--- src/rtl/pc16_pkg.sv ---
package pc16_pkg;

  typedef enum logic [1:0] {
    PH_IDLE   = 2'd0,
    PH_SETUP  = 2'd1,
    PH_ACTIVE = 2'd2,
    PH_HOLD   = 2'd3
  } pc16_phase_e;

  typedef struct packed {
    logic write;
    logic io;
    logic attr;
    logic dma;
    logic ata;
    logic wide;
    logic a0;
  } pc16_req_t;

endpackage

--- src/rtl/pc16_wait_sync.sv ---
module pc16_wait_sync #(
  parameter int STAGES = 2
) (
  input  logic clk,
  input  logic rst_ni,
  input  logic wait_n,
  output logic ready
);

  logic [STAGES-1:0] sync_q;

  always_ff @(posedge clk or negedge rst_ni) begin
    if (!rst_ni) sync_q[0] <= 1'b1;
    else         sync_q[0] <= wait_n;
  end

  for (genvar g = 1; g < STAGES; g++) begin : g_stage
    always_ff @(posedge clk or negedge rst_ni) begin
      if (!rst_ni) sync_q[g] <= 1'b1;
      else         sync_q[g] <= sync_q[g-1];
    end
  end

  assign ready = sync_q[STAGES-1];

endmodule

--- src/rtl/pc16_phase_seq.sv ---
module pc16_phase_seq
  import pc16_pkg::*;
#(
  parameter int CW = 4
) (
  input  logic          clk,
  input  logic          rst_ni,
  input  logic          start,
  input  logic [CW-1:0] cfg_s,
  input  logic [CW-1:0] cfg_a,
  input  logic [CW-1:0] cfg_h,
  input  logic          wait_ok,
  output logic          accept,
  output pc16_phase_e   phase,
  output logic          done
);

  // last count value of a phase; zero is treated as a one-clock phase
  function automatic logic [CW-1:0] last_of(input logic [CW-1:0] v);
    return (v == '0) ? '0 : v - CW'(1);
  endfunction

  pc16_phase_e   phase_q, phase_d;
  logic [CW-1:0] cnt_q, cnt_d;
  logic [CW-1:0] a_q, h_q;
  logic          done_q, done_d;

  assign accept = start && (phase_q == PH_IDLE);

  always_comb begin
    phase_d = phase_q;
    cnt_d   = cnt_q;
    done_d  = 1'b0;
    unique case (phase_q)
      PH_IDLE: begin
        if (accept) begin
          phase_d = PH_SETUP;
          cnt_d   = last_of(cfg_s);
        end
      end
      PH_SETUP: begin
        if (cnt_q == '0) begin
          phase_d = PH_ACTIVE;
          cnt_d   = last_of(a_q);
        end else begin
          cnt_d = cnt_q - CW'(1);
        end
      end
      PH_ACTIVE: begin
        if (cnt_q != '0) begin
          cnt_d = cnt_q - CW'(1);
        end else if (wait_ok) begin
          phase_d = PH_HOLD;
          cnt_d   = last_of(h_q);
        end
      end
      PH_HOLD: begin
        if (cnt_q == '0) begin
          phase_d = PH_IDLE;
          done_d  = 1'b1;
        end else begin
          cnt_d = cnt_q - CW'(1);
        end
      end
      default: phase_d = PH_IDLE;
    endcase
  end

  always_ff @(posedge clk or negedge rst_ni) begin
    if (!rst_ni) begin
      phase_q <= PH_IDLE;
      cnt_q   <= '0;
      done_q  <= 1'b0;
      a_q     <= '0;
      h_q     <= '0;
    end else begin
      phase_q <= phase_d;
      cnt_q   <= cnt_d;
      done_q  <= done_d;
      if (accept) begin
        a_q <= cfg_a;
        h_q <= cfg_h;
      end
    end
  end

  assign phase = phase_q;
  assign done  = done_q;

  // the active phase is never cut short while its minimum count runs
  assert_active_min_R2: assert property (@(posedge clk) disable iff (!rst_ni)
    (phase_q == PH_ACTIVE && cnt_q != '0) |=> (phase_q == PH_ACTIVE));

  // an asserted (synchronised) wait holds the access in the active phase
  assert_wait_holds_R10: assert property (@(posedge clk) disable iff (!rst_ni)
    (phase_q == PH_ACTIVE && cnt_q == '0 && !wait_ok) |=> (phase_q == PH_ACTIVE));

endmodule

--- src/rtl/pc16_strobe_decode.sv ---
module pc16_strobe_decode
  import pc16_pkg::*;
(
  input  logic        clk,
  input  logic        rst_ni,
  input  pc16_phase_e phase,
  input  pc16_req_t   req,
  output logic        ce1_n,
  output logic        ce2_n,
  output logic        oe_n,
  output logic        we_n,
  output logic        iord_n,
  output logic        iowr_n,
  output logic        reg_n
);

  logic in_cycle, in_active;

  assign in_cycle  = (phase != PH_IDLE);
  assign in_active = (phase == PH_ACTIVE);

  // byte lanes: 16-bit odd address uses only the odd lane, 8-bit uses lane 1
  assign ce1_n = ~(in_cycle & ~(req.wide & req.a0));
  assign ce2_n = ~(in_cycle & req.wide);

  // register select: ATA forces inactive, DMA I/O signals acknowledge
  assign reg_n = ~in_cycle | req.ata | (req.io ? req.dma : ~req.attr);

  assign oe_n   = ~(in_active & ~req.io & ~req.write);
  assign we_n   = ~(in_active & ~req.io &  req.write);
  assign iord_n = ~(in_active &  req.io & ~req.write);
  assign iowr_n = ~(in_active &  req.io &  req.write);

  // never two strobes at once
  assert_one_strobe_R6: assert property (@(posedge clk) disable iff (!rst_ni)
    $onehot0({~oe_n, ~we_n, ~iord_n, ~iowr_n}));

  // a strobe always has at least one byte lane enabled
  assert_strobe_has_lane_R5: assert property (@(posedge clk) disable iff (!rst_ni)
    (!oe_n || !we_n || !iord_n || !iowr_n) |-> (!ce1_n || !ce2_n));

  // an idle socket is fully quiet
  assert_idle_quiet_R1: assert property (@(posedge clk) disable iff (!rst_ni)
    (phase == PH_IDLE) |->
      (ce1_n && ce2_n && oe_n && we_n && iord_n && iowr_n && reg_n));

endmodule

--- src/rtl/pc16_strobe_gen.sv ---
module pc16_strobe_gen
  import pc16_pkg::*;
#(
  parameter int AW          = 12,
  parameter int CW          = 4,
  parameter int SYNC_STAGES = 2
) (
  input  logic          clk,
  input  logic          rst_n,
  input  logic          req_valid,
  input  logic [AW-1:0] req_addr,
  input  logic          req_write,
  input  logic          req_io,
  input  logic          req_attr,
  input  logic          req_dma,
  input  logic          req_ata,
  input  logic          req_wide,
  input  logic [CW-1:0] cfg_setup,
  input  logic [CW-1:0] cfg_active,
  input  logic [CW-1:0] cfg_hold,
  input  logic          wait_n,
  output logic          busy,
  output logic          done,
  output logic [AW-1:0] card_addr,
  output logic          ce1_n,
  output logic          ce2_n,
  output logic          oe_n,
  output logic          we_n,
  output logic          iord_n,
  output logic          iowr_n,
  output logic          reg_n
);

  localparam int RS_STAGES = 2;

  logic [RS_STAGES-1:0] rst_sync_q;
  logic                 rst_i;

  always_ff @(posedge clk or negedge rst_n) begin
    if (!rst_n) rst_sync_q <= '0;
    else        rst_sync_q <= {rst_sync_q[RS_STAGES-2:0], 1'b1};
  end
  assign rst_i = rst_sync_q[RS_STAGES-1];

  logic          accept;
  logic          wait_ok;
  pc16_phase_e   phase;
  pc16_req_t     req_q, req_d;
  logic [AW-1:0] addr_q;

  always_comb begin
    req_d.write = req_write;
    req_d.io    = req_io;
    req_d.attr  = req_attr;
    req_d.dma   = req_dma;
    req_d.ata   = req_ata;
    req_d.wide  = req_wide;
    req_d.a0    = req_addr[0];
  end

  always_ff @(posedge clk or negedge rst_i) begin
    if (!rst_i) begin
      req_q  <= '0;
      addr_q <= '0;
    end else if (accept) begin
      req_q  <= req_d;
      addr_q <= req_addr;
    end
  end

  pc16_wait_sync #(.STAGES(SYNC_STAGES)) u_wsync (
    .clk    (clk),
    .rst_ni (rst_i),
    .wait_n (wait_n),
    .ready  (wait_ok)
  );

  pc16_phase_seq #(.CW(CW)) u_seq (
    .clk     (clk),
    .rst_ni  (rst_i),
    .start   (req_valid),
    .cfg_s   (cfg_setup),
    .cfg_a   (cfg_active),
    .cfg_h   (cfg_hold),
    .wait_ok (wait_ok),
    .accept  (accept),
    .phase   (phase),
    .done    (done)
  );

  pc16_strobe_decode u_dec (
    .clk    (clk),
    .rst_ni (rst_i),
    .phase  (phase),
    .req    (req_q),
    .ce1_n  (ce1_n),
    .ce2_n  (ce2_n),
    .oe_n   (oe_n),
    .we_n   (we_n),
    .iord_n (iord_n),
    .iowr_n (iowr_n),
    .reg_n  (reg_n)
  );

  assign busy      = (phase != PH_IDLE);
  assign card_addr = addr_q;

  // the end-of-access pulse lasts one clock
  assert_done_single_R4: assert property (@(posedge clk) disable iff (!rst_i)
    done |=> !done);

  // address, lanes and select hold still for the whole access
  assert_addr_stable_R3: assert property (@(posedge clk) disable iff (!rst_i)
    (busy && $past(busy)) |->
      ($stable(card_addr) && $stable(ce1_n) && $stable(ce2_n) && $stable(reg_n)));

endmodule

--- config.mk ---
export PLATFORM = sky130hd
export DESIGN_NAME = pc16_strobe_gen
export DESIGN_NICKNAME = d
export VERILOG_FILES = /design/src/rtl/pc16_pkg.sv /design/src/rtl/pc16_wait_sync.sv /design/src/rtl/pc16_phase_seq.sv /design/src/rtl/pc16_strobe_decode.sv /design/src/rtl/pc16_strobe_gen.sv
export SDC_FILE = /design/constraint.sdc
export NUM_CORES = 1
export LEC_CHECK = 0
export BUFFER_PORTS_ARGS = -buffer_cell sky130_fd_sc_hd__buf_2
export CAP_MARGIN = 0
export CORE_MARGIN = 1.5
export CORE_UTILIZATION = 30
export CTS_BUF_LIST = sky130_fd_sc_hd__clkbuf_8
export DETAILED_ROUTE_END_ITERATION = 6
export GPL_TIMING_DRIVEN = 0
export PLACE_DENSITY = 0.57
export SLEW_MARGIN = 10
export SYNTH_ARGS = -nofsm -noshare
export SYNTH_HDL_FRONTEND = slang
export SYNTH_SLANG_ARGS = --single-unit
--- constraint.sdc ---
create_clock -name clk -period 1.39 [get_ports clk]
set_input_delay 0.139 -clock clk [delete_from_list [all_inputs] [get_ports clk]]
set_output_delay 0.139 -clock clk [all_outputs]
set_load 0.02 [all_outputs]
Word level (Yosys, flattened, before mapping)
Cells that the tools add are included.
Word-level totals
  output and inout bits: 21
  memories: 0
  logic and storage cells: 80
  RAM bits: 0
  bits in registers: 38
  bits in read-only memories: 0
  input bits: 34
  latch bits: 0
Cells by class
  $add $sub $neg: 4
  div/mod/pow operators: 0
  muxes and demuxes: 18
  eq/ne operators: 10
  bitwise operators: 22
  multipliers: 0
  reduce and logical (&&, ||, !) cells: 10
  shifts and indexed selects: 0
  order comparisons: 0
Operators with widths (number)
  $mux 4: 8
  $logic_not 4->1: 4
  $pmux 4 s4: 1
  $sub 4x1->4 const B: 4
  $not 1->1: 11
  $mux 2: 5
  $and 1x1->1: 9
  $ne 2x2->1 const B: 4
  $pmux 2 s4: 1
  $reduce_and 5->1: 1
  $eq 2x2->1 const B: 2
  $ne 2x1->1 const B: 2
  $reduce_bool 4->1: 1
  $mux 1: 3
  $ne 3x3->1 const B: 1
  $reduce_and 3->1: 1
  $eq 2x1->1 const B: 1
  $logic_not 2->1: 1
  $or 1x1->1: 2
  $reduce_bool 2->1: 1
  $logic_and 1x1->1: 1

Depth between registers and ports, before layout
Gate-level depths: netlist (run 1).
  depth in word-level cells: 5
  depth in mapped cells: 8
  mapped depth without buffers: 7

Cells and area by module
From an unflattened synthesis (run 1), not the netlist that was laid out.
Second synthesis, totals
  cells, all modules: 177
  area total of the unflattened synthesis: 2001.9 um^2
Modules (own cells, without submodules)
  pc16_phase_seq: times used 1, area each 1087.3 um^2, sequential area each 375.4 um^2, cells each 123
  pc16_strobe_gen: times used 1, area each 789.5 um^2, sequential area each 500.5 um^2, cells each 43
  pc16_strobe_decode: times used 1, area each 72.6 um^2, sequential area each 0.0 um^2, cells each 9
  pc16_wait_sync: times used 1, area each 52.6 um^2, sequential area each 52.6 um^2, cells each 2

Worst setup path before layout (run 1)
Ideal clock, no wire load.
  path kind: register to register
  start point: reg u_seq.cnt_q[0]
  end point: reg u_seq.cnt_q[2]
  data required time: 1.264 ns
  setup time: 0.126 ns
  arrival: 1.766 ns
  path slack: -0.502 ns
  stages on the path, launching flop included: 7
  clock period less this slack: 1.892 ns
  path buffers: 0
  path through: dfrtp_1 -> inv_1 -> ha_1 -> or3b_4 -> a211o_1 -> a221o_1 -> a221o_1
Between the ends
  longest elaborated chain between the ends: 3
  elaborated cells on any way between the ends: 10
  classes of those cells: add/sub (1); eq/ne (2); mux (4); reduce/logical (3)
RTL lines
  start: declaration: RTL line pc16_phase_seq.sv:24  | logic [CW-1:0] cnt_q, cnt_d;
  start signal: assignment: RTL line pc16_phase_seq.sv:78  | cnt_q <= cnt_d;
  $sub 4x1->4, or another cell as far along: RTL line pc16_phase_seq.sv:46, pc16_phase_seq.sv:51, pc16_phase_seq.sv:62
  $mux 4, or another cell as far along: RTL line pc16_phase_seq.sv:58  | if (cnt_q == '0) begin
  $pmux 4 s4 / $reduce_and 3->1 (equally long branches)
Several ways; a longest one is shown, not always the timed one. The select of a mux whose other input is x is not followed.
A chain may end at the register's enable or synchronous reset.

Worst setup path in the final report (run 1)
  start point: reg u_seq.cnt_q[1]
  end point: reg u_seq.cnt_q[2]
The elaborated chain is that of the path after synthesis.

==> summary.txt, run 1 <==
Global route
  • First-pass GRT wire length: 7310 µm
  • Initial antenna violation count: 0
  • Gr usage total: around an eighth
  • Vias in the first global route: ~1.6k
  • Largest net degree at the start of global routing: 36
  • Total grt overflow: 0

Cells and area
  • Area growth syn-to-layout: 51.5%
  • Layout cell share with drive strength beyond 1: between 50% and 60%
  • Layout Cells excl Fill: ~340
  • Filler cells: approximately 600
  • Fin util: 46.6%
  • Diodes inserted: 0
  • Nets: 308

Clocking
  • H-tree depth: 2
  • Root Driver: clkbuf_8
  • Max clock buf depth: 2
  • Clock Latency Late Sink: 0.28 ns
  • Clk pin slew, worst setup/hold paths: 0.07 ns
  • TritonCTS Buffers: 5
  • Clock Sinks: 37
  • CTS tree: yes

STA
  • Final hold violations: 0
  • Final WS setup: -0.556 ns
  • Setup TNS: -8.73 ns
  • Clk_skew: 0.00901 ns
  • Slew Viols, Final: 0
  • Final setup fails: 41
  • RSZ-0062 raised after global routing: yes
  • Fmax: 514 MHz
  • Relative slew slack: 49.5%
  • Minimum clock period: between 1.5 and 2 ns
  • Final worst-path cycle share: 140%
  • Least-Margin Pin Slew: between 0.7 and 0.8 ns

Synthesis
  • Asr flop ratio synth: between 90% and 100%
  • Yosys reg bits: 37
  • Netlist cell types: 43
  • Synth warn: 0
  • Mean Syn Cell Area: around 11 µm²
  • Post-synthesis net count: 221
  • Seq/Total Area, Yosys: a little under half
  • Cells after Synth: 177
  • EDFF count, synth: 0
  • Synth top area share: 45.2%
  • Area leader, netlist: dfrtp_1
  • Area contributors post-synth: dfrtp_1, mux2_2, ha_1
  • Synth Cell Area: a little under 2000 µm²
  • Most used DFF post-synth: dfrtp_1

Critical path
  • Slowest cell on the critical path: dfrtp_1
  • Largest stage delay, worst path: 0.40 ns
  • Setup crit end kind: flip-flop
  • R2R Path Start: u_seq.cnt_q[1]$_DFFE_PN0P_
  • Crit path cell chain: inv_2 > ha_4 > or3b_4 > a211o_1 > a221o_1 > a221o_1
  • Crit path buf inv count: 1
  • Critical Path RT: between 1.5 and 2 ns
  • CP top delay family: compound AO/OA/AOI/OAI gates
  • WS Path Type: flip-flop to flip-flop
  • Critical path origin: u_seq.cnt_q[1]$_DFFE_PN0P_
  • Critical-path maximum fanout: 3
  • Top cell by count, worst path: a221o_1
  • Worst path arrival time: 2.12 ns
  • CP startpoint kind: flip-flop

Min path
  • Hold Path Origin: req_addr[0]
  • Hold WC Path Type: input pin to flip-flop

Detailed routing
  • Antenna-violating nets left: 0
  • Final WL: 4600 µm
  • Detailed-route via count: around 1.6k
  • Initial DRT Pass Iterations: 5
  • First-iteration detailed-routing DRC count: 53
  • Drt drc: 0
  • Via/cell ratio: 4.80
  • WL per Instance: 13.5 µm

Status
  • Failing checks: negative setup slack
  • Outcome: complete, but fails checks

Placement
  • Inst Count DP: just over 300
  • Port Buffers: 54
  • Routability cong.: 0.827
  • HPWL Detailed: 2920 µm

Power
  • Leakage: 1.47 nW
  • Maximum vdd drop: between 1000 and 1500 µV
  • Pwr dens: 2470 nW/µm²

Floorplanning
  • Die width: 83.4 µm
  • Initial core utilization: 30.7%
  • Cell row count: 29
  • I/O pins: 55
  • Core region area: 6310 µm²
  • Total die area: 6960 µm²
  • Height of the die: 83.4 µm

Flow run
  • MaxCap Viol Count: 0
==> routing by layer <==
| layer | share of wire [%] | track usage [%] | vias up |
|---|---|---|---|
| met5 | 0 | 0 | - |
| met4 | 1.3 | 3.64 | 0 |
| met3 | 3.5 | 2.98 | 8 |
| met2 | 52 | 23.4 | 36 |
| met1 | 43 | 15.3 | 803 |
| li1 | - | - | 795 |
==> cells in the mapped netlist (2+ instances only) <==
library cell / number
nand3_1: 2
mux2_2: 27
a31oi_1: 2
nand3b_1: 2
nand2_1: 10
dfstp_2: 2
ha_1: 10
nor3b_1: 2
nand2b_1: 2
or3_1: 2
nor3_1: 6
clkbuf_1: 4
nor2_1: 12
dfrtp_1: 35
a221o_1: 2
nor2b_1: 5
a21oi_1: 10
inv_1: 13
o21ai_0: 5
==> sequential cells by signal (all words and copies together) (netlist names), 2 cells and up <==
register and count:
u_seq.cnt_q 4, card_addr 12, u_seq.a_q 4, u_seq.h_q 4, u_seq.phase 2, req_q 6
rst_sync_q 2
==> what timing repair did <==
action | CTS | global route
cloned | 2 | 0
pin swaps | 5 | 2
resized for setup | 42 | 34
hold buffers | 2 | 0
hold endpoints to repair | 3 | 0
setup endpoints to repair | 35 | 41
buffers inserted | 14 | 8
==> cell usage in the layout (no fill, tap or decap), types with 7 or more instances in the layout <==
| master | Yosys | routed |
|---|---|---|
| nand2_1 | 10 | 7 |
| dfrtp_1 | 35 | 34 |
| nor2_1 | 12 | 10 |
| buf_4 | 1 | 14 |
| a21oi_1 | 10 | 9 |
| ha_1 | 10 | 7 |
| mux2_4 | 0 | 27 |
| buf_2 | 0 | 50 |
| inv_1 | 13 | 10 |
| buf_6 | 1 | 14 |
==> cell families (layout without fill, tap and decap cells) <==
| group | count (synthesis) | count (layout) | share of synthesized area [%] |
|---|---|---|---|
| AND/OR/NAND/NOR | 49 | 49 | 13.6 |
| AO/OA/AOI/OAI | 31 | 31 | 10.5 |
| flip-flops | 37 | 37 | 47.9 |
| other | 1 | 1 | 0.193 |
| multiplexers | 28 | 28 | 16.2 |
| adder cells (fa/ha/maj) | 10 | 10 | 6.45 |
| buffers and inverters | 19 | 107 | 4.26 |
| XOR/XNOR | 2 | 2 | 0.903 |
==> area by class of cell <==
class	count	area [µm²]	area share, %
plain buffers	6	101	3.45
clock inverters	2	7.51	0.255
clock buffers	6	82.6	2.81
inverters	13	58.8	2.00
flip-flops and latches	37	930	31.6
multi-input cells	121	1120	38.1
repair buffers	80	544	18.5
well taps	77	96.3	3.28
==> report_power, final <==
group / switching [mW] / internal [mW]
logic: 1.97 / 2.53
registers: 0.418 / 1.58
clock network: 0.369 / 0.390
==> stage by stage <==
stage	power, mW	hold slack [ns]	instance area, µm²	worst slack (ns)
5_1_grt	7.73	0.0726	2940	-0.604
2_1_floorplan	4.20	-0.157	1980	-0.475
4_1_cts	6.68	0.0749	2770	-0.551
6_report	7.26	0.0807	2940	-0.556
3_5_place_dp	4.98	-0.0720	2350	-0.646
3_3_place_gp	4.94	-0.0749	2350	-0.652
==> path summary, 6_finish.rpt <==
| check | depth (start not counted) | slack (ns) | end |
|---|---|---|---|
| max in group asynchronous | 0 | 0.56 | req_q[2]$_DFFE_PN0P_ |
| min in group asynchronous | 2 | 0.18 | rst_sync_q[1]$_DFF_PN0_ |
| max reg2reg | 6 | -0.56 | u_seq.cnt_q[2]$_DFFE_PN0P_ |
| min reg2reg | 0 | 0.35 | u_seq.h_q[1]$_DFFE_PN0P_ |
| min | 2 | 0.08 | card_addr[0]$_DFFE_PN0P_ |
| max | 6 | -0.56 | u_seq.cnt_q[2]$_DFFE_PN0P_ |
(Power assumes the default switching activity.)
==> inputs of run 2 (changes only) <==
- PLACE_DENSITY: 0.57 -> 0.56
- SYNTH_HIERARCHICAL: unset -> 1
==> summary.txt, run 2 <==
Critical path
  • Worst path arrival time: 1.99 ns (was 2.12 ns)
  • WS Path Type: flip-flop to flip-flop (unchanged)
  • Critical Path RT: 1.57 ns (was 1.56 ns)
  • Critical-path maximum fanout: 5 (was 3)
  • Critical path origin: u_seq/cnt_q[0]$_DFFE_PN0P_ (was u_seq.cnt_q[1]$_DFFE_PN0P_)
  • Setup crit end kind: flip-flop (unchanged)
  • CP startpoint kind: flip-flop (unchanged)
  • R2R Path Start: u_seq/cnt_q[0]$_DFFE_PN0P_ (was u_seq.cnt_q[1]$_DFFE_PN0P_)

Detailed routing
  • Met2 wire length: 2160 µm (was 2410 µm)
  • WL per Instance: 13.2 µm (was 13.5 µm)
  • First-iteration detailed-routing DRC count: 45 (was 53)
  • Detailed-route via count: 1598 (was 1642)
  • Final WL: 4450 µm (was 4600 µm)
  • Met1 WL: 2010 µm (was 1970 µm)
  • Antenna-violating nets left: 0 (unchanged)
  • Drt drc: 0 (unchanged)
  • Via/cell ratio: 4.74 (was 4.80)
  • WL met3: 197 µm (was 163 µm)
  • Initial DRT Pass Iterations: 5 (unchanged)
  • Top Metal Used: met4 (unchanged)

Cells and area
  • Register area: 932 µm² (was 930 µm²)
  • Post-Layout Inst Area: 2870 µm² (was 2940 µm²)
  • Commonest cells after routing, fill and taps aside: buf_2, dfrtp_1, mux2_4 (unchanged)
  • Fin util: 44.9% (was 46.6%)
  • Layout cell share with drive strength beyond 1: 51.9% (was 53.6%)
  • Area growth syn-to-layout: 43.3% (was 51.5%)
  • Filler cells: 604 (was 597)
  • Layout Cells excl Fill: 337 (was 342)
  • Max reg flops: 12 (unchanged)
  • Multi-input gate area: 1090 µm² (was 1120 µm²)
  • Nets: 304 (was 308)
  • Diodes inserted: 0 (unchanged)
  • Most common cell after layout, fill and taps aside: buf_2 (unchanged)

STA
  • Final hold violations: 0 (unchanged)
  • RSZ-0062 raised after global routing: yes (unchanged)
  • Minimum clock period: 1.81 ns (was 1.95 ns)
  • Fmax: 553 MHz (was 514 MHz)
  • Relative slew slack: 49.8% (was 49.5%)
  • Final setup fails: 28 (was 41)
  • Clk_skew: 0.00244 ns (was 0.00901 ns)
  • Least-Margin Pin Slew: 0.753 ns (was 0.758 ns)
  • Slew Viols, Final: 0 (unchanged)
  • Final WS setup: -0.419 ns (was -0.556 ns)
  • Final hold slack: 0.0505 ns (was 0.0807 ns)
  • Final worst-path cycle share: 130% (was 140%)

Floorplanning
  • Core region area: 6390 µm² (was 6310 µm²)
  • I/O pins: 55 (unchanged)
  • Cell row count: 29 (unchanged)
  • Die width: 84.7 µm (was 83.4 µm)
  • Total die area: 7170 µm² (was 6960 µm²)
  • Initial core utilization: 31.3% (was 30.7%)
  • Height of the die: 84.7 µm (was 83.4 µm)

Synthesis
  • Area leader, netlist: dfrtp_1 (unchanged)
  • Synth top area share: 43.8% (was 45.2%)
  • Asr flop ratio synth: 100% (unchanged)
  • Most common cell in the netlist: dfrtp_1 (unchanged)
  • Seq/Total Area, Yosys: 46.4% (was 47.9%)
  • Area contributors post-synth: dfrtp_1, mux2_4, ha_1 (was dfrtp_1, mux2_2, ha_1)
  • EDFF count, synth: 0 (unchanged)
  • Netlist cell types: 46 (was 43)
  • Cells after Synth: 177 (unchanged)
  • Mean Syn Cell Area: 11.3 µm² (was 11.0 µm²)
  • Synth warn: 6 (was 0)
  • Synth cell count leaders: dfrtp_1, inv_1, mux2_2, o21ai_0, ha_1 (was dfrtp_1, mux2_2, inv_1, nor2_1)
  • Post-synthesis net count: 222 (was 221)
  • Synth Cell Area: 2000 µm² (was 1940 µm²)
  • Most used DFF post-synth: dfrtp_1 (unchanged)
  • Yosys reg bits: 37 (unchanged)

Global route
  • Largest net degree at the start of global routing: 36 (unchanged)
  • Total grt overflow: 0 (unchanged)
  • Vias in the first global route: 1609 (was 1642)
  • Gr usage total: 12.9% (about the same)
  • Initial antenna violation count: 0 (unchanged)
  • First-pass GRT wire length: 7330 µm (was 7310 µm)

Placement
  • Placed Area: 2450 µm² (was 2350 µm²)
  • HPWL Detailed: 3100 µm (was 2920 µm)
  • Routability cong.: 0.804 (was 0.827)
  • Port Buffers: 54 (unchanged)
  • Inst Count DP: 308 (unchanged)

Clocking
  • Max clock buf depth: 2 (unchanged)
  • CTS tree: yes (unchanged)
  • TritonCTS Buffers: 5 (unchanged)
  • Root Driver: clkbuf_8 (unchanged)
  • Clk pin slew, worst setup/hold paths: 0.07 ns (about the same)
  • Clock Latency Late Sink: 0.29 ns (was 0.28 ns)
  • H-tree depth: 2 (unchanged)
  • Clock Sinks: 37 (unchanged)

Power
  • Pwr dens: 2520 nW/µm² (was 2470 nW/µm²)
  • Maximum vdd drop: 956 µV (was 1410 µV)
  • Leakage: 1.34 nW (was 1.47 nW)

Status
  • Outcome: complete, but fails checks (unchanged)
  • Failing checks: negative setup slack (unchanged)

Min path
  • Hold Path Origin: cfg_active[1] (was req_addr[0])
  • Hold WC Path Type: input pin to flip-flop (unchanged)

Flow run
  • MaxCap Viol Count: 0 (unchanged)
-- run 2: where the power goes --
group	leakage (nW)	total (mW)	switching, mW	internal [mW]
Combinational	0.836	4.26	1.97	2.28
Clock	0.0626	0.966	0.388	0.578
Sequential	0.437	2.02	0.432	1.58
Total	1.34	7.24	2.79	4.45
-- run 2: layout make-up --
| cell class | instances | area share [%] |
|---|---|---|
| multi-input combinational | 120 | 37.9 |
| inverter | 15 | 2.49 |
| tap | 77 | 3.36 |
| clock buffer | 6 | 2.88 |
| clock inverter | 2 | 1.18 |
| timing repair buffer | 77 | 18.6 |
| buffer | 3 | 1.09 |
| sequential | 37 | 32.5 |
-- run 2: path summary, 6_finish.rpt --
path | to | slack [ns] | cells after the start
max in group asynchronous | u_seq/phase[1]$_DFFE_PN0P_ | 0.52 | 0
min in group asynchronous | rst_sync_q[1]$_DFF_PN0_ | 0.16 | 2
worst min register to register | u_seq/h_q[2]$_DFFE_PN0P_ | 0.34 | 0
worst max register to register | u_seq/cnt_q[1]$_DFFE_PN0P_ | -0.42 | 7
worst min-delay path | u_seq/a_q[1]$_DFFE_PN0P_ | 0.05 | 3
worst max-delay path | u_seq/cnt_q[1]$_DFFE_PN0P_ | -0.42 | 7
-- run 2: through the flow --
stage               setup slack [ns]  power (mW)  TNS (ns)
finish                        -0.419        7.24     -3.44
global route                  -0.498        7.77     -5.15
CTS                           -0.426        7.08     -4.10
detailed placement            -0.514        5.43     -6.29
global placement              -0.518        5.40    -12.16
floorplan                     -0.405        4.61     -2.97
-- run 2: what timing repair did --
action                                  CTS  global route
gates cloned                              0             1
endpoints found under the hold margin     3             0
hold buffers                              2             0
pin swaps                                 8             6
endpoints found under the setup margin   27            33
resized for setup                        25            11
setup buffers                            15             6
-- run 2: logic make-up (layout without fill, tap and decap cells) --
family | count (synthesis) | in the layout | synth area share [%]
AO/OA/AOI/OAI | 41 | 41 | 13.1
XOR/XNOR | 1 | 1 | 0.438
adder cells (fa/ha/maj) | 11 | 11 | 6.87
buffers and inverters | 20 | 103 | 5.50
flip-flops | 37 | 37 | 46.4
multiplexers | 26 | 26 | 16.3
other | 1 | 1 | 0.187
AND/OR/NAND/NOR | 40 | 40 | 11.2
-- run 2: routing by layer --
layer | track usage, % | vias to the layer above
met3 | 2.75 | 7
met4 | 5.43 | 0
met2 | 20.9 | 41
li1 | - | 785
met5 | 0 | -
met1 | 16.6 | 765
-- run 2: critical path: stages (launching register included) --
cell	delay, ns
dfrtp_1	0.40
inv_2	0.09
ha_4	0.13
or3b_4	0.43
a21oi_4	0.20
nor2_1	0.05
a211o_1	0.23
a22o_1	0.17
==> inputs of run 3 (changes only) <==
- TNS_END_PERCENT: unset -> 1
==> summary.txt, run 3 (synthesis results as in run 2) <==
Status
  • Outcome: complete, but fails checks (unchanged)
  • Failing checks: negative setup slack (unchanged)

Floorplanning
  • I/O pins: 55 (unchanged)
  • Die width: 84.7 µm (unchanged)
  • Total die area: 7170 µm² (unchanged)
  • Cell row count: 29 (unchanged)
  • Core region area: 6390 µm² (unchanged)
  • Height of the die: 84.7 µm (unchanged)
  • Initial core utilization: 31.3% (unchanged)

Critical path
  • R2R cell count: 7 (unchanged)
  • RR Endpoint: u_seq/cnt_q[1]$_DFFE_PN0P_ (unchanged)
  • Crit path to: u_seq/cnt_q[1]$_DFFE_PN0P_ (unchanged)
  • Critical-path maximum fanout: 5 (unchanged)
  • CP top delay family: compound AO/OA/AOI/OAI gates (unchanged)
  • Critical Path RT: 1.57 ns (about the same)
  • Worst path arrival time: 2.00 ns (was 1.99 ns)
  • CP Depth: 7 (unchanged)
  • Crit path cell chain: inv_2 > ha_4 > or3b_4 > a21oi_4 > nor2_1 > a211o_1 > a22o_1 (unchanged)
  • Largest stage delay, worst path: 0.43 ns (about the same)
  • Setup crit end kind: flip-flop (unchanged)
  • WS Path Type: flip-flop to flip-flop (unchanged)
  • R2R Path Start: u_seq/cnt_q[1]$_DFFE_PN0P_ (was u_seq/cnt_q[0]$_DFFE_PN0P_)
  • Crit path buf inv count: 1 (unchanged)
  • CP startpoint kind: flip-flop (unchanged)
  • Critical path origin: u_seq/cnt_q[1]$_DFFE_PN0P_ (was u_seq/cnt_q[0]$_DFFE_PN0P_)
  • Reg-to-reg slack, setup: -0.44 ns (was -0.42 ns)
  • Slowest cell on the critical path: or3b_4 (unchanged)

Clocking
  • Clock Latency Late Sink: 0.28 ns (was 0.29 ns)
  • Max clock buf depth: 2 (unchanged)
  • H-tree depth: 2 (unchanged)
  • TritonCTS Buffers: 5 (unchanged)
  • Clock Sinks: 37 (unchanged)
  • Root Driver: clkbuf_8 (unchanged)
  • Clk pin slew, worst setup/hold paths: 0.08 ns (was 0.07 ns)
  • CTS tree: yes (unchanged)

Power
  • Maximum vdd drop: 1520 µV (was 956 µV)
  • Leakage: 1.22 nW (was 1.34 nW)
  • Pwr dens: 2470 nW/µm² (was 2520 nW/µm²)
  • Total power: 6.47 mW (was 7.24 mW)

Detailed routing
  • Initial DRT Pass Iterations: 4 (was 5)
  • Via/cell ratio: 4.74 (about the same)
  • Drt drc: 0 (unchanged)
  • WL per Instance: 12.8 µm (was 13.2 µm)
  • Detailed-route via count: 1539 (was 1598)
  • Antenna-violating nets left: 0 (unchanged)
  • First-iteration detailed-routing DRC count: 39 (was 45)
  • Final WL: 4160 µm (was 4450 µm)

Placement
  • Routability cong.: 0.770 (was 0.804)
  • Port Buffers: 54 (unchanged)
  • Pre-CTS setup slack: -0.656 ns (was -0.514 ns)
  • HPWL Detailed: 2990 µm (was 3100 µm)

STA
  • Slew Viols, Final: 0 (unchanged)
  • Final WS setup: -0.438 ns (was -0.419 ns)
  • Least-Margin Pin Slew: 0.775 ns (was 0.753 ns)
  • Fmax: 547 MHz (was 553 MHz)
  • RSZ-0062 raised after global routing: yes (unchanged)
  • Final hold violations: 0 (unchanged)
  • Final setup fails: 27 (was 28)
  • Clk_skew: 0.00301 ns (was 0.00244 ns)
  • Final worst-path cycle share: 131% (was 130%)
  • Relative slew slack: 48.3% (was 49.8%)
  • Minimum clock period: 1.83 ns (was 1.81 ns)

Global route
  • Total grt overflow: 0 (unchanged)
  • Largest net degree at the start of global routing: 36 (unchanged)
  • Vias in the first global route: 1507 (was 1609)
  • Gr usage total: 11.8% (was 12.9%)
  • First-pass GRT wire length: 6780 µm (was 7330 µm)
  • Initial antenna violation count: 0 (unchanged)

Flow run
  • MaxCap Viol Count: 0 (unchanged)

Cells and area
  • Area growth syn-to-layout: 31.0% (was 43.3%)
  • Commonest cells after routing, fill and taps aside: buf_2, dfrtp_1, mux2_2 (was buf_2, dfrtp_1, mux2_4)
  • Nets: 292 (was 304)
  • Most common cell after layout, fill and taps aside: buf_2 (unchanged)
  • Fin util: 41.1% (was 44.9%)
  • Diodes inserted: 0 (unchanged)
  • Max reg flops: 12 (unchanged)
  • Filler cells: 645 (was 604)
  • Layout cell share with drive strength beyond 1: 46.0% (was 51.9%)

Min path
  • Hold WC Path Type: input pin to flip-flop (unchanged)
## run 3: cell type report
class / count / area, µm² / area share (%)
plain buffers: 4 / 46.3 / 1.77
clock buffers: 5 / 68.8 / 2.62
clock inverters: 3 / 42.5 / 1.62
inverters: 15 / 63.8 / 2.43
multi-input cells: 120 / 1020 / 38.8
flip-flops and latches: 37 / 932 / 35.5
well taps: 77 / 96.3 / 3.67
repair buffers: 64 / 355 / 13.5
## run 3: tightest hold or removal path, stage by stage
cell	delay, ns
buf_2	0.08
nand2_1	0.04
o21ai_0	0.05
## run 3: layer usage
layer	track usage (%)	vias up	wire length, µm
li1	-	759	-
met1	15.1	732	1870
met2	19.3	46	1990
met3	4.03	2	282
met4	3.08	0	15
met5	0	-	0
## run 3: how the worst min path moves through the flow
stage / from / depth (start not counted) / slack [ns] / to
5_1_grt: req_addr[8] / 2 / 0.06 / card_addr[8]$_DFFE_PN0P_
3_3_place_gp: rst_n / 1 / -0.07 / rst_sync_q[1]$_DFF_PN0_
6_report: cfg_hold[1] / 3 / 0.07 / u_seq/h_q[1]$_DFFE_PN0P_
2_1_floorplan: rst_n / 0 / -0.16 / rst_sync_q[0]$_DFF_PN0_
3_5_place_dp: rst_n / 1 / -0.07 / rst_sync_q[0]$_DFF_PN0_
4_1_cts: cfg_hold[1] / 3 / 0.06 / u_seq/h_q[1]$_DFFE_PN0P_
## run 3: timing repair
action	CTS	global route
hold buffers	2	0
setup endpoints to repair	34	33
resized for setup	12	6
cloned	0	0
setup buffers	7	1
pin swaps	4	1
hold endpoints to repair	3	0
## run 3: metrics by stage
| stage | setup TNS, ns | area, µm² | hold WS, ns | cells |
|---|---|---|---|---|
| final | -4.57 | 2620 | 0.0662 | 325 |
| after global routing | -6.42 | 2620 | 0.0585 | 325 |
| after CTS | -5.12 | 2610 | 0.0572 | 325 |
| after detailed placement | -13.56 | 2380 | -0.0722 | 308 |
| after global placement | -20.62 | 2380 | -0.0735 | 308 |
| after floorplan | -6.80 | 2020 | -0.157 | 177 |
## run 3: power breakdown
part | total (mW) | switching (mW) | internal (mW)
Combinational | 3.56 | 1.79 | 1.77
Clock | 0.922 | 0.391 | 0.531
Sequential | 1.99 | 0.404 | 1.58
Total | 6.47 | 2.58 | 3.88
